==> config.mk <==
export PLATFORM = sky130hd
export DESIGN_NAME = phyupd_responder
export DESIGN_NICKNAME = d
export VERILOG_FILES = /design/src/rtl/phyupd_pkg.sv /design/src/rtl/phyupd_policy_regs.sv /design/src/rtl/phyupd_hs_fsm.sv /design/src/rtl/phyupd_err_flag.sv /design/src/rtl/phyupd_responder.sv
export SDC_FILE = /design/constraint.sdc
export NUM_CORES = 1
export LEC_CHECK = 0
export ABC_AREA = 1
export BUFFER_PORTS_ARGS = -buffer_cell sky130_fd_sc_hd__buf_2
export CAP_MARGIN = 30
export CORE_MARGIN = 2
export CORE_UTILIZATION = 32
export DETAILED_ROUTE_END_ITERATION = 7
export HOLD_SLACK_MARGIN = 0.12
export MAX_ROUTING_LAYER = met4
export PLACE_DENSITY = 0.73
export SLEW_MARGIN = 10
export SYNTH_ARGS = -nofsm -noshare
export SYNTH_HDL_FRONTEND = slang
export SYNTH_SLANG_ARGS = --single-unit
==> constraint.sdc <==
create_clock -name clk -period 1.2 [get_ports clk]
set_clock_uncertainty 0.2 [all_clocks]
set_input_delay 0.36 -clock clk [delete_from_list [all_inputs] [get_ports clk]]
set_output_delay 0.36 -clock clk [all_outputs]
set_load 0.01 [all_outputs]
==> src/rtl/phyupd_pkg.sv <==
package phyupd_pkg;

  typedef enum logic [1:0] {
    CS_ACTIVE = 2'b00,
    CS_CONFIG = 2'b01,
    CS_LOWPWR = 2'b10,
    CS_OTHER  = 2'b11
  } ctrl_state_e;

  typedef enum logic [1:0] {
    POL_SR_THEN_STALL = 2'b00,
    POL_STALL_ONLY    = 2'b01,
    POL_RSV_A         = 2'b10,
    POL_RSV_B         = 2'b11
  } upd_policy_e;

  typedef enum logic [1:0] {
    HS_IDLE   = 2'b00,
    HS_SR_IN  = 2'b01,
    HS_ACKED  = 2'b10,
    HS_SR_OUT = 2'b11
  } hs_state_e;

  function automatic logic write_permitted(input logic [1:0] cs);
    return (cs == CS_CONFIG) || (cs == CS_LOWPWR);
  endfunction

  function automatic logic policy_needs_sr(input logic [1:0] pol);
    return pol == POL_SR_THEN_STALL;
  endfunction

  function automatic logic policy_reserved(input logic [1:0] pol);
    return (pol == POL_RSV_A) || (pol == POL_RSV_B);
  endfunction

endpackage

==> src/rtl/phyupd_policy_regs.sv <==
module phyupd_policy_regs
  import phyupd_pkg::*;
#(
  parameter int DATA_W = 32,
  parameter int TYPE_W = 2
) (
  input  logic              clk,
  input  logic              rst_n,
  input  logic [1:0]        ctrl_state,
  input  logic              wr_en,
  input  logic [DATA_W-1:0] wdata,
  input  logic [TYPE_W-1:0] lookup_type,
  output logic [DATA_W-1:0] rdata,
  output logic [1:0]        lookup_pol,
  output logic              wr_taken
);
  localparam int NUM_TYPES = 1 << TYPE_W;
  localparam int FIELD_W   = 2;
  localparam int POL_BITS  = NUM_TYPES * FIELD_W;
  localparam int PAD_W     = DATA_W - POL_BITS;

  logic [POL_BITS-1:0] pol_q;
  logic [FIELD_W-1:0]  field [NUM_TYPES];

  assign wr_taken = wr_en && write_permitted(ctrl_state);

  always_ff @(posedge clk or negedge rst_n) begin
    if (!rst_n) begin
      pol_q <= '0;
    end else if (wr_taken) begin
      pol_q <= wdata[POL_BITS-1:0];
    end
  end

  for (genvar g = 0; g < NUM_TYPES; g++) begin : g_field
    assign field[g] = pol_q[g*FIELD_W +: FIELD_W];
  end

  assign lookup_pol = field[lookup_type];
  assign rdata      = {{PAD_W{1'b0}}, pol_q};

  logic unused_hi;
  assign unused_hi = ^wdata[DATA_W-1:POL_BITS];

endmodule

==> src/rtl/phyupd_hs_fsm.sv <==
module phyupd_hs_fsm
  import phyupd_pkg::*;
#(
  parameter int TYPE_W = 2
) (
  input  logic              clk,
  input  logic              rst_n,
  input  logic              upd_req,
  input  logic [TYPE_W-1:0] upd_type,
  input  logic [1:0]        pol,
  input  logic              sr_in_done,
  input  logic              sr_out_done,
  output logic              ack,
  output logic              hold,
  output logic              sr_in_req,
  output logic              sr_out_req,
  output logic              accept,
  output logic              rsv_hit,
  output logic [TYPE_W-1:0] type_q,
  output logic              sr_used_q
);
  hs_state_e state_q, state_d;

  assign accept  = (state_q == HS_IDLE) && upd_req;
  assign rsv_hit = accept && policy_reserved(pol);

  always_comb begin
    state_d = state_q;
    unique case (state_q)
      HS_IDLE:   if (upd_req) state_d = policy_needs_sr(pol) ? HS_SR_IN : HS_ACKED;
      HS_SR_IN:  if (sr_in_done) state_d = HS_ACKED;
      HS_ACKED:  if (!upd_req) state_d = sr_used_q ? HS_SR_OUT : HS_IDLE;
      HS_SR_OUT: if (sr_out_done) state_d = HS_IDLE;
      default:   state_d = HS_IDLE;
    endcase
  end

  always_ff @(posedge clk or negedge rst_n) begin
    if (!rst_n) begin
      state_q   <= HS_IDLE;
      type_q    <= '0;
      sr_used_q <= 1'b0;
    end else begin
      state_q <= state_d;
      if (accept) begin
        type_q    <= upd_type;
        sr_used_q <= policy_needs_sr(pol);
      end
    end
  end

  assign ack        = (state_q == HS_ACKED);
  assign hold       = (state_q != HS_IDLE);
  assign sr_in_req  = (state_q == HS_SR_IN);
  assign sr_out_req = (state_q == HS_SR_OUT);

endmodule

==> src/rtl/phyupd_err_flag.sv <==
module phyupd_err_flag (
  input  logic clk,
  input  logic rst_n,
  input  logic set,
  output logic flag
);
  always_ff @(posedge clk or negedge rst_n) begin
    if (!rst_n) flag <= 1'b0;
    else if (set) flag <= 1'b1;
  end
endmodule

==> src/rtl/phyupd_responder.sv <==
module phyupd_responder
  import phyupd_pkg::*;
#(
  parameter int DATA_W = 32,
  parameter int TYPE_W = 2
) (
  input  logic              clk,
  input  logic              rst_n,
  input  logic [1:0]        ctrl_state,
  input  logic              reg_wr_en,
  input  logic [DATA_W-1:0] reg_wdata,
  output logic [DATA_W-1:0] reg_rdata,
  input  logic              phy_upd_req,
  input  logic [TYPE_W-1:0] phy_upd_type,
  output logic              phy_upd_ack,
  output logic              cmd_hold,
  output logic              sr_enter_req,
  input  logic              sr_enter_done,
  output logic              sr_exit_req,
  input  logic              sr_exit_done,
  output logic              policy_err
);
  logic [1:0]        sel_pol;
  logic              wr_taken;
  logic              upd_accept;
  logic              rsv_hit;
  logic [TYPE_W-1:0] upd_type_q;
  logic              sr_used_q;

  phyupd_policy_regs #(.DATA_W(DATA_W), .TYPE_W(TYPE_W)) u_regs (
    .clk(clk), .rst_n(rst_n), .ctrl_state(ctrl_state),
    .wr_en(reg_wr_en), .wdata(reg_wdata), .lookup_type(phy_upd_type),
    .rdata(reg_rdata), .lookup_pol(sel_pol), .wr_taken(wr_taken)
  );

  phyupd_hs_fsm #(.TYPE_W(TYPE_W)) u_fsm (
    .clk(clk), .rst_n(rst_n), .upd_req(phy_upd_req), .upd_type(phy_upd_type),
    .pol(sel_pol), .sr_in_done(sr_enter_done), .sr_out_done(sr_exit_done),
    .ack(phy_upd_ack), .hold(cmd_hold), .sr_in_req(sr_enter_req),
    .sr_out_req(sr_exit_req), .accept(upd_accept), .rsv_hit(rsv_hit),
    .type_q(upd_type_q), .sr_used_q(sr_used_q)
  );

  phyupd_err_flag u_err (
    .clk(clk), .rst_n(rst_n), .set(rsv_hit), .flag(policy_err)
  );

endmodule

# Word level (Yosys, flattened, before mapping)
# Cells that the tools add are included.
op_classes:
  reduce_logical: 9
  magnitude_cmp: 1
  mux: 10
  bitwise_logic: 1
  n_eq_ne: 11
ops:
  columns: ["cell", "count"]
  rows:
  - ["$mux 2", 8]
  - ["$eq 2x2->1 const B", 5]
  - ["$pmux 2 s4", 1]
  - ["$bmux 2 s2", 1]
  - ["$eq 2x1->1 const B", 2]
  - ["$logic_not 2->1", 2]
  - ["$ne 2x1->1 const B", 2]
  - ["$ne 2x2->1 const B", 2]
  - ["$reduce_and 4->1", 1]
  - ["$ge 3x3->1 const B", 1]
  - ["$logic_and 1x1->1", 3]
  - ["$not 2->3", 1]
  - ["$logic_or 1x1->1", 2]
  - ["$reduce_bool 2->1", 1]
totals:
  ff_bits: 12
  elab_cells: 36
  in_bits: 42
  output_inout_bits: 37

# Depth between registers and ports, before layout
depth:
  word_depth: 8
  mapped_depth: 8
  depth_no_buf: 8

# Modules after synthesis
# Synthesis repeated with hierarchy kept, for this count alone.
unflattened:
  hier_cells: 135
  hier_area_um2: 998.5
modules_own_cells:
  columns: ["mod", "cells_each", "area_per_inst_um2", "n_inst", "seq_area_each_um2"]
  rows:
  - ["phyupd_policy_regs", 83, 629.4, 1, 200.2]
  - ["phyupd_hs_fsm", 48, 332.8, 1, 125.1]
  - ["phyupd_err_flag", 4, 36.3, 1, 25.0]

# Worst setup path before layout
# No wires, ideal clock.
synth_timing:
  path_type: "reg2reg"
  startpoint: "reg u_fsm.state_q[1]"
  endpoint: "reg u_fsm.state_q[1]"
  arrival_time_ns: 0.913
  n_path_buf: 0
  required_time_ns: 0.883
  path_slack_ns: -0.030
  setup_ns: 0.117
  stages_incl_launch_ff: 9
  path_cell_list: "dfrtp_1 -> inv_2 -> nand2_2 -> nand2_2 -> nand2_2 -> nand2_2 -> nor2_1 -> nand2_1 -> nand2_1"
synth_between:
  elab_chain_cells: 3
  word_cells_on_any_way: 10
synth_lines:
  columns: ["item", "line", "rtl"]
  rows:
  - ["from (decl)", "phyupd_hs_fsm.sv:22", "hs_state_e state_q, state_d;"]
  - ["from (signal assigned)", "phyupd_hs_fsm.sv:44", "state_q <= state_d;"]
  - ["$eq 2x2->1, or another cell as far along", "phyupd_hs_fsm.sv:29", "unique case (state_q)"]
  - ["$ne 2x1->1 (no source line) / $ne 2x2->1 (equally long branches)", null, null]
  - ["$reduce_and 4->1 (no source line)", null, null]
# Parallel ways exist; a longest one is shown, timed or not.
# A chain may end at the register's enable or synchronous reset.

# Worst setup path after layout
layout_timing:
  startpoint: "reg u_fsm.state_q[1]"
  endpoint: "out phy_upd_ack"
layout_between:
  elab_chain_cells: 1
layout_lines:
  columns: ["item", "line", "rtl"]
  rows:
  - ["$eq 2x2->1", "phyupd_hs_fsm.sv:52", "assign ack = (state_q == HS_ACKED);"]
  - ["to (decl)", "phyupd_responder.sv:15", "output logic phy_upd_ack,"]
# No other way between the ends.

==> results.cfg <==
[outcome]
outcome = finished with violations
violations = negative setup slack

[cells_and_area]
nFillCells = 261
nets = 209
areaGrowthSynthToFinish_pct = 42.38
fin_area_um2 = 1181
register_area_um2 = 301.5
fin_cells = 196
drive_gt1_frac = 0.3916
diodes = 0
multiInputGateArea_um2 = 394.1

[worst_setup_path]
worstPathMaxFanout = 4
crit_path_start = u_fsm.state_q[1]$_DFFE_PN0P_
slowest_stage = dfrtp_1
ff2ff_path_depth = 7
crit_end = phy_upd_ack
worstSetupStartpointType = flip-flop
r2r_start = u_fsm.state_q[1]$_DFFE_PN0P_
critPathMaxStageDelay_ps = 420
ff2ff_setup_slack_ps = -190
critPathKind = reg2out
crit_chain = inv_2, nor2_1, buf_2
required_ps = 640
rr_endpoint = u_fsm.state_q[0]$_DFFE_PN0P_
arrival_ps = 960
end_kind = output pin

[place]
hpwl_um = 1143
gp_congestion = 0.7317
dpl-instance-area_um2 = 920.9
dp_cells = 173
port_buffers = 30

[clock_network]
cts-root-buf = clkbuf_4
clock_sinks = 12
clkLatencyLatePin_ps = 270
cts_tree = yes
cts.clk_slew.worst_paths_ps = 70
h-tree-depth = 1
numCtsBuffers = 3
clk_path_buf_depth = 2

[grt]
antenna_found_initial = 0
grt_pass1_wl_um = 2463
grt_max_degree = 17
grt_pass1_vias = 652
overflow = 0
grt_use_total = 0.1172

[die]
die-area_um2 = 3016
die_y_um = 54.92
die_x_um = 54.92
ios = 79
core_um2 = 2477
initial_core_util = 0.3348
num_rows = 18

[timing]
period_needed_ps = 1521
max_freq_mhz = 657.5
slew_viol_final = 0
hold_viol = 0
setup_violations = 15
fin_setup_tns_ps = -3049
rsz0062_at_grt = yes
worst_slack_ps = -320.9
post-route-period-util = 1.267

[power_and_ir_drop]
clkPwrFrac = 0.171
power_frac_seq = 0.310
p_int_uw = 1143
p_per_area_nw_per_um2 = 1569
combPwrFrac = 0.519
power_switching_uw = 711.2
power_leakage_uw = 0.0006929
peakVddDrop_v = 0.0008651
power_uw = 1854
p_sw_frac = 0.3837

[synth]
avgSynthCellArea_um2 = 7.213
yosys_warnings = 0
synth_fa_ha_area_frac = 0
ys_types = 15
syn_inst = 115
synth-seq-cells = 12
syn_area_um2 = 829.5
synth_top_family_by_area = buffers and inverters
synthMuxAreaShare = 0
yosys.area_share.simple = 0.2398
yosysSeqAreaShare = 0.3620
synth_compound_area_frac = 0.07692
synth-xor-area-share = 0

[detailed_routing]
via_per_inst = 3.990
vias = 782
wire_per_inst_um = 8.459
drc_errors = 0
first_iter_violations = 12
dr.pass1.iters = 4
totalWireLength_um = 1658
antenna_left = 0

[run]
maxCapViolations = 0

[worst_hold_path]
hold_path_class = in2reg
[flip-flops by register name, summed over array words and instances (netlist names)]
| signal | flops |
|---|---|
| u_fsm.state_q | 2 |
| u_err.flag | 1 |
| u_regs.pol_q | 8 |
| u_fsm.sr_used_q | 1 |
[power groups by stage]
stage	logic, uW	registers [uW]	clock network, uW
2_1_floorplan	490	600	0
3_3_place_gp	628	595	0
3_5_place_dp	638	597	0
4_1_cts	924	571	328
5_1_grt	1070	585	353
6_report	962	575	317
[stage by stage]
stage | setup slack [ps] | util | hold slack [ps]
floorplan | -8.519 | - | -135.6
global placement | -140.7 | 0.3717 | 47.58
detailed placement | -158.6 | 0.3717 | 54.98
CTS | -326.0 | 0.4641 | 120.4
global route | -394.2 | 0.4768 | 140.0
finish | -320.9 | 0.4768 | 128.8
[critical path, delay by kind of cell, from the launching register on]
kind,cells,cell delay (ps)
flops,1,420
simple gates,1,40
buf+inv,2,230
[final cells by class]
class	count	area share
Inverter	20	0.06356
Multi-Input combinational cell	81	0.3337
Timing Repair Buffer	49	0.2850
Clock buffer	4	0.03072
Tap cell	30	0.03178
Sequential cell	12	0.2553
[worst min path at each step]
stage                             from                     endpoint  slack [ps]  cells past startpoint
after floorplan                  rst_n       u_err.flag$_DFFE_PN0P_        -140                      0
after global placement           rst_n  u_regs.pol_q[3]$_DFFE_PN0P_          50                      1
after detailed placement         rst_n  u_regs.pol_q[3]$_DFFE_PN0P_          50                      1
after CTS                 reg_wdata[4]  u_regs.pol_q[4]$_DFFE_PN0P_         120                      3
after global routing      reg_wdata[2]  u_regs.pol_q[2]$_DFFE_PN0P_         140                      3
final                     reg_wdata[2]  u_regs.pol_q[2]$_DFFE_PN0P_         130                      3
[synth_stat cells (all sizes together)]
cell type	count	area (um2)
nor2	6	22.52
or2	1	6.260
a21oi	1	5.000
conb	1	3.750
inv	20	75.07
nor3	1	5.000
nand3	9	50.05
nand2	28	115.1
buf	25	187.7
dfrtp	12	300.3
a31o	1	8.760
o21ai	10	50.05
[per-layer routing]
metal | vias to the layer above | track usage | part of all wire
met1 | 328 | 0.1383 | 0.44
li1 | 401 | - | -
met2 | 51 | 0.1885 | 0.44
met3 | 2 | 0.03226 | 0.11
met5 | - | - | 0
met4 | 0 | 0.04878 | 0.0048
[cell families after synthesis]
logic type | Yosys count
AND/OR/NAND/NOR | 45
buffers and inverters | 45
AO/OA/AOI/OAI | 12
flip-flops | 12
other | 1
[placed cells by master (no fill, tap or decap), drive strengths merged]
master,netlist,final
a21oi,1,1
a31o,1,1
nor2,6,6
dlygate4sd3,0,7
o21ai,10,10
buf,25,42
nand3,9,9
nor3,1,1
inv,20,20
nand2,28,28
clkbuf,0,4
or2,1,1
dfrtp,12,12
conb,1,24
[repair_timing]
item	CTS	global route
endpoints found under the hold margin	18	0
gates resized for setup	8	8
buffers inserted	12	1
hold buffers	7	0
setup endpoints to repair	17	17
pin swaps	4	11
cloned	0	0
Note: power is estimated with default switching activity, not from simulation.
